[src/rtl/dac_loader_pkg.sv]
package dac_loader_pkg;
  localparam logic [1:0] RNG_UNI5 = 2'd2;

  // Keep only the upper (width-8) bits of the low byte.
  function automatic logic [7:0] lo_mask(input int unsigned width);
    return 8'hFF << (16 - width);
  endfunction

  // Staged bytes to a right-aligned code of the given width.
  function automatic logic [15:0] bytes_to_code(input logic [7:0] hi,
                                                input logic [7:0] lo,
                                                input int unsigned width);
    return {hi, lo} >> (16 - width);
  endfunction
endpackage

[src/rtl/dac_host_decode.sv]
module dac_host_decode (
  input  logic [3:0] addr,
  input  logic       word,
  input  logic       wr,
  input  logic       rd,
  input  logic       sim_mode,
  output logic [1:0] lo_we,
  output logic [1:0] hi_we,
  output logic       rng_we,
  output logic       xfer,
  output logic [1:0] load
);
  logic dac_hit;
  logic ch;

  always_comb begin
    dac_hit = (addr[3:2] == 2'b01);
    ch      = addr[1];
    lo_we   = '0;
    hi_we   = '0;
    if (wr && dac_hit) begin
      lo_we[ch] = word || !addr[0];
      hi_we[ch] = word ||  addr[0];
    end
    rng_we = wr && (addr[3:1] == 3'b101) && (word || !addr[0]);
    xfer   = sim_mode && rd && !wr && dac_hit;
    load   = xfer ? 2'b11 : (sim_mode ? 2'b00 : hi_we);
  end
endmodule

[src/rtl/dac_channel.sv]
module dac_channel #(
  parameter int unsigned DATA_W = 16
) (
  input  logic              clk,
  input  logic              rst_n,
  input  logic              lo_we,
  input  logic              hi_we,
  input  logic [7:0]        lo_in,
  input  logic [7:0]        hi_in,
  input  logic              load,
  output logic [7:0]        stg_lo,
  output logic [7:0]        stg_hi,
  output logic [DATA_W-1:0] code,
  output logic              upd
);
  import dac_loader_pkg::*;

  logic [7:0]  lo_nxt;
  logic [7:0]  hi_nxt;
  logic [15:0] code_nxt;

  always_comb begin
    lo_nxt   = lo_we ? (lo_in & lo_mask(DATA_W)) : stg_lo;
    hi_nxt   = hi_we ? hi_in : stg_hi;
    code_nxt = bytes_to_code(hi_nxt, lo_nxt, DATA_W);
  end

  always_ff @(posedge clk) begin
    if (!rst_n) begin
      stg_lo <= '0;
      stg_hi <= '0;
      code   <= '0;
      upd    <= 1'b0;
    end else begin
      stg_lo <= lo_nxt;
      stg_hi <= hi_nxt;
      upd    <= load;
      if (load) code <= code_nxt[DATA_W-1:0];
    end
  end
endmodule

[src/rtl/dac_range_reg.sv]
module dac_range_reg (
  input  logic       clk,
  input  logic       rst_n,
  input  logic       we,
  input  logic [7:0] wbyte,
  output logic [1:0] rng0,
  output logic [1:0] rng1
);
  import dac_loader_pkg::*;

  always_ff @(posedge clk) begin
    if (!rst_n) begin
      rng0 <= RNG_UNI5;
      rng1 <= RNG_UNI5;
    end else if (we) begin
      rng0 <= wbyte[5:4];
      rng1 <= wbyte[7:6];
    end
  end
endmodule

[src/rtl/dac_pair_loader.sv]
module dac_pair_loader #(
  parameter int unsigned DATA_W = 16
) (
  input  logic              clk,
  input  logic              rst_n,
  input  logic              sim_mode,
  input  logic [3:0]        host_addr,
  input  logic [15:0]       host_wdata,
  input  logic              host_wr,
  input  logic              host_rd,
  input  logic              host_word,
  output logic [15:0]       host_rdata,
  output logic [DATA_W-1:0] dac0_code,
  output logic [DATA_W-1:0] dac1_code,
  output logic [1:0]        upd,
  output logic [1:0]        rng0,
  output logic [1:0]        rng1
);
  localparam int unsigned NCH = 2;

  // Named internal events for the checker.
  logic [NCH-1:0] ev_lo_we;
  logic [NCH-1:0] ev_hi_load;
  logic [NCH-1:0] ev_load;
  logic           ev_rng_we;
  logic           ev_xfer;

  logic [7:0]        stg_lo [NCH];
  logic [7:0]        stg_hi [NCH];
  logic [DATA_W-1:0] code   [NCH];
  logic [7:0]        lo_src;
  logic [7:0]        hi_src;

  assign lo_src = host_wdata[7:0];
  assign hi_src = host_word ? host_wdata[15:8] : host_wdata[7:0];

  dac_host_decode u_dec (
    .addr     (host_addr),
    .word     (host_word),
    .wr       (host_wr),
    .rd       (host_rd),
    .sim_mode (sim_mode),
    .lo_we    (ev_lo_we),
    .hi_we    (ev_hi_load),
    .rng_we   (ev_rng_we),
    .xfer     (ev_xfer),
    .load     (ev_load)
  );

  for (genvar n = 0; n < NCH; n++) begin : g_ch
    dac_channel #(.DATA_W(DATA_W)) u_ch (
      .clk    (clk),
      .rst_n  (rst_n),
      .lo_we  (ev_lo_we[n]),
      .hi_we  (ev_hi_load[n]),
      .lo_in  (lo_src),
      .hi_in  (hi_src),
      .load   (ev_load[n]),
      .stg_lo (stg_lo[n]),
      .stg_hi (stg_hi[n]),
      .code   (code[n]),
      .upd    (upd[n])
    );
  end

  assign dac0_code = code[0];
  assign dac1_code = code[1];

  dac_range_reg u_rng (
    .clk   (clk),
    .rst_n (rst_n),
    .we    (ev_rng_we),
    .wbyte (host_wdata[7:0]),
    .rng0  (rng0),
    .rng1  (rng1)
  );

  always_comb begin
    host_rdata = '0;
    if (host_addr[3:2] == 2'b01) begin
      if (host_word)
        host_rdata = {stg_hi[host_addr[1]], stg_lo[host_addr[1]]};
      else if (host_addr[0])
        host_rdata = {8'h00, stg_hi[host_addr[1]]};
      else
        host_rdata = {8'h00, stg_lo[host_addr[1]]};
    end else if (host_addr[3:1] == 3'b101 && (host_word || !host_addr[0])) begin
      host_rdata = {8'h00, rng1, rng0, 4'h0};
    end
  end
endmodule

[config.mk]
export PLATFORM = sky130hd
export DESIGN_NAME = dac_pair_loader
export DESIGN_NICKNAME = d
export VERILOG_FILES = /design/src/rtl/dac_loader_pkg.sv /design/src/rtl/dac_host_decode.sv /design/src/rtl/dac_channel.sv /design/src/rtl/dac_range_reg.sv /design/src/rtl/dac_pair_loader.sv
export SDC_FILE = /design/constraint.sdc
export NUM_CORES = 1
export LEC_CHECK = 0
export BUFFER_PORTS_ARGS = -buffer_cell sky130_fd_sc_hd__buf_4
export CORE_ASPECT_RATIO = 1.25
export CORE_MARGIN = 2
export CORE_UTILIZATION = 57
export CTS_CLUSTER_DIAMETER = 40
export DETAILED_ROUTE_END_ITERATION = 10
export PLACE_DENSITY = 0.84
export SLEW_MARGIN = 20
export SYNTH_ARGS = -nofsm -noshare
export SYNTH_HDL_FRONTEND = slang
export SYNTH_SLANG_ARGS = --single-unit
[constraint.sdc]
create_clock -name clk -period 4.2 [get_ports clk]
set_input_delay 0.84 -clock clk [delete_from_list [all_inputs] [get_ports clk]]
set_output_delay 0.84 -clock clk [all_outputs]
set_load 0.02 [all_outputs]
## Yosys cells after proc, flatten, opt, wreduce, memory -nomap -nowiden

Cells that the tools add are included.

- Divide/modulo/power cells: 0
- Multipliers: 0
- Multiplexer cells: 21
- Bitwise operators: 3
- Eq/ne operators: 2
- Shifts and indexed selects: 0
- Reductions and logical operators: 12
- Magnitude comparators: 3
- Add/subtract/negate cells: 0

Operator list:

| kind | number |
|---|---|
| $mux 8 | 13 |
| $mux 16 | 2 |
| $logic_and 1x1->1 | 8 |
| $mux 2 | 4 |
| $and 2x2->2 | 2 |
| $eq 3x3->1 const B | 1 |
| $eq 2x1->1 const B | 1 |
| $ge 2x2->1 const B | 1 |
| $logic_not 1->1 | 2 |
| $logic_or 1x1->1 | 2 |
| $lt 1x2->1 const B | 1 |
| $not 1->2 | 1 |
| $demux 1 s1 | 1 |
| $ge 1x1->1 const B | 1 |
| $mux 1 | 1 |

- Memory bits (writable): 0
- Memories: 0
- Input bits: 26
- Bits in latches: 0
- Bits in read-only memories: 0
- Logic and storage cells: 51
- Output and inout port bits: 54
- Flip-flop bits (word level): 70

## Depth between registers and ports, before layout

- Depth after elaboration: 8
- Gate-level depth with buffers: 7
- Gate-level depth less buffers: 4

## Cells and area by module

A second synthesis with hierarchy kept.

- Cell total of the unflattened synthesis: 297
- Area, all modules: 3021.6 sq um

By module, submodules not included:

| module | cells each | times used | sequential area each (sq um) | area each (sq um) |
|---|---|---|---|---|
| dac_channel | 106 | 2 | 660.6 | 1136.1 |
| dac_pair_loader | 57 | 1 | 0.0 | 503.0 |
| dac_range_reg | 13 | 1 | 80.1 | 145.1 |
| dac_host_decode | 15 | 1 | 0.0 | 101.3 |

## Worst setup path before layout

OpenSTA, ideal clock, no wires.

- Path type: in2out
- From: in host_addr[0]
- To: out host_rdata[0]
- Buffers on the path: 1
- Stages: 4
- Arrival time: 1.913 ns
- Required time: 3.360 ns
- Path slack: 1.447 ns
- Path through: nor2b_1 > buf_6 > mux4_1 > and2_1

- Cells in the longest elaborated chain, start to end: 3

Ends and longest elaborated chain:

| item | line | RTL |
|---|---|---|
| from (decl) | dac_pair_loader.sv:7 | `input logic [3:0] host_addr,` |
| $mux 8 | dac_pair_loader.sv:83 | `else if (host_addr[0])` |
| $mux 16 | dac_pair_loader.sv:81 | `if (host_word)` |
| $mux 16 | dac_pair_loader.sv:80 | `if (host_addr[3:2] == 2'b01) begin` |
| to (decl) | dac_pair_loader.sv:12 | `output logic [15:0] host_rdata,` |

Every way passes these cells.

## Worst setup path in the final report

- From: in host_word
- To: out host_rdata[5]

- Cells in the longest elaborated chain, start to end: 4
- Elaborated cells between the ends (all ways): 5
- Those cells by class: mux: 3; reduce/logical: 2

Ends and longest elaborated chain:

| item | line | RTL |
|---|---|---|
| from (decl) | dac_pair_loader.sv:11 | `input logic host_word,` |
| $logic_or 1x1->1 | dac_pair_loader.sv:87 | `end else if (host_addr[3:1] == 3'b101 && (host_word \|\| !host_addr[0])) begin` |
| $logic_and 1x1->1 | dac_pair_loader.sv:87 |  |
| $mux 8 | dac_pair_loader.sv:87 |  |
| $mux 16 * | dac_pair_loader.sv:80 |  |

Every way passes the cells marked *; elsewhere a longest branch is shown, timed or not.

==> run summary <==
Clk root buf = clkbuf_8
CTS tree = yes
# Post-CTS Setup Buffers = 0
Mapped cell area = 0.00313 sq mm
Crit Path Class = in -> out
Die X = 70.3 um
Total iterations of the first detailed-routing run = 6
First-pass GRT wire length = 12100 um
Clock Tree Buf Depth = 2
Leak = 0.00164 uW
Cts bufs inserted = 9
Max H-tree Level = 3
Area after DPL = 0.00367 sq mm
Vias in the first global route = 2397
Vias = 2544
Routed WL per cell = 17.5 um
Post-Route WL = 7610 um
Commonest cells after routing, fill and taps aside = buf_4, dfxtp_1, nor2_1
FP Rows = 30
# IOs = 80
TritonCTS Sinks = 70
Clk pwr share = 38.1%
Post_cts resized = 0
P_int = 1020 uW
Final hold vios = 0
Slew HR = 33.2%
Max rail drop VDD = 270 uV
YS warnings = 0
Area Growth Syn to Fin = 23.0%
Vias per cell = 5.85
Largest net degree at the start of global routing = 32
Gr ovfl total = 0
Pwr Density = 349 mW/mm^2
Hold buffers post-CTS = 0
Port Buffers = 79
RSZ-0062 raised after global routing = false
Flops & latches, synth = 70
Core Region = 0.00537 sq mm
Die Ht = 86.8 um
WP data arrival = 2.40 ns
Starting density of the core = 58.3%
Final Power = 1340 uW
Fillers = 396
Max FO, Critical Path = 14
Layout Nets = 395
Critical Path Source Type = primary input
Layout cells sized above 1 = 34.5%
Design Area, Final = 0.00385 sq mm
Leading cell type in the layout, fill and taps excluded = buf_4
All-Layer GR Usage = 25.4%
Syn Inst Count = 298
Placer Congestion = 0.908
Max Clk Rate = 0.309 GHz
Crit path time final = 3.24 ns
N_diodes = 0
DP HPWL = 5420 um
Worst Tran Pin Value = 1.00 ns
Post-Syn Area per Cell = 10.5 sq um
Sequential area share after synthesis = 44.8%
Worst EP required = 3.36 ns
Clk slew on worst S/H paths = 0.07 ns
HP Class = reg -> reg
DRT iter0 DRCs = 198
Status = finished, final reports clean
Combinational Power Share = 11.0%
Dpl cells = 422
Antenna violations before repair = 0
DRT antenna net count = 0
Switching fraction of total power = 24.3%
Total negative slack = 0 ns
Final Setup Violations = 0
Synth unique cells = 36
Fin. max-slew vios = 0
Drt drc = 0
Clock skew = 0.00215 ns
MaxCap Viol Count = 0
Worst-skew pair later-pin latency = 0.33 ns
Worst setup EP type = primary output
Final worst path period share = 77.2%
Cell Count, Final, Fillers Out = 435
Die area = 0.00610 sq mm
Sw power = 326 uW
Syn Nets = 324
Seq pwr share = 50.9%
-- Yosys cell counts --
library cell,n,share of area [%]
nand2_1,21,2.5
buf_4,3,0.72
mux4_2,7,5.0
inv_1,3,0.36
o21ai_0,1,0.16
nor2b_1,3,0.60
buf_2,3,0.48
and2_4,1,0.28
clkbuf_1,10,1.2
nor3_4,2,1.0
buf_12,2,1.3
a22o_1,4,1.1
and4bb_2,1,0.40
a211oi_1,8,1.9
buf_6,3,1.1
o31ai_4,2,1.4
o22ai_2,1,0.40
nor2_1,41,4.9
mux4_1,1,0.84
mux2i_1,40,13
nand4_1,1,0.20
o21ai_2,1,0.28
and3_1,1,0.20
buf_1,1,0.12
nand2_2,1,0.20
dfxtp_1,70,45
a211oi_2,8,3.2
o22ai_1,15,3.0
nand3b_1,1,0.24
mux2_2,8,2.9
nand3_1,7,1.1
and2_1,5,1.0
nand3_2,1,0.32
a21oi_1,18,2.9
nand2b_1,2,0.40
nand2_8,1,0.64
-- worst max-delay path, cell delays in order --
cell and delay (ns):
buf_4 0.17, nor2b_1 0.25, buf_4 0.26, mux4_2 0.53, a22o_1 0.19, buf_4 0.15
-- area by class of cell --
cell class	count	area [sq um]	area share, %
clock buffer	11	141	3.67
clock inverter	2	35.0	0.911
inverter	3	11.3	0.293
multi-input combinational	203	1560	40.6
sequential	70	1400	36.4
tap	64	80.1	2.08
timing repair buffer	82	616	16.0
-- state kept, by name, indices dropped and copies added (netlist names) --
register,count
u_rng.rng1,2
g_ch.u_ch.stg_hi,16
g_ch.u_ch.stg_lo,16
g_ch.u_ch.code,32
g_ch.u_ch.upd,2
u_rng.rng0,2
-- stage by stage --
step / hold slack [ns] / setup slack [ns] / utilization, %
detailed placement: 0.459 / 0.948 / 68.4
CTS: 0.479 / 0.948 / 71.7
finish: 0.477 / 0.959 / 71.7
global route: 0.493 / 0.885 / 71.7
floorplan: 0.477 / 1.45 / -
global placement: 0.464 / 0.973 / 68.4
-- final timing paths --
kind                     startpoint               endpoint  slack [ns]  cells after the start
max                       host_word          host_rdata[5]        0.96                      6
min           g_ch[1].u_ch.code[12]  g_ch[1].u_ch.code[12]        0.48                      2
max reg2reg  g_ch[0].u_ch.stg_hi[4]  g_ch[0].u_ch.code[12]        3.33                      2
min reg2reg   g_ch[1].u_ch.code[12]  g_ch[1].u_ch.code[12]        0.48                      2
-- power by group through the flow --
| stage | Combinational (uW) | Clock (uW) | Sequential [uW] |
|---|---|---|---|
| after floorplan | 89.3 | 0 | 705 |
| after global placement | 143 | 0 | 698 |
| after detailed placement | 147 | 0 | 699 |
| after CTS | 147 | 511 | 684 |
| after global routing | 158 | 536 | 685 |
| final | 148 | 512 | 684 |
-- metal layers --
layer | GRT usage (%) | part of all wire [%]
met4 | 12.8 | 2.7
met3 | 3.26 | 6.0
met5 | 0 | 0
met1 | 32.5 | 41
met2 | 42.3 | 51
-- cell families after synthesis --
family	synth area share [%]
buffers and inverters	5.24
AO/OA/AOI/OAI	14.3
flip-flops	44.8
multiplexers	21.6
AND/OR/NAND/NOR	14.1
(Power assumes the default switching activity.)
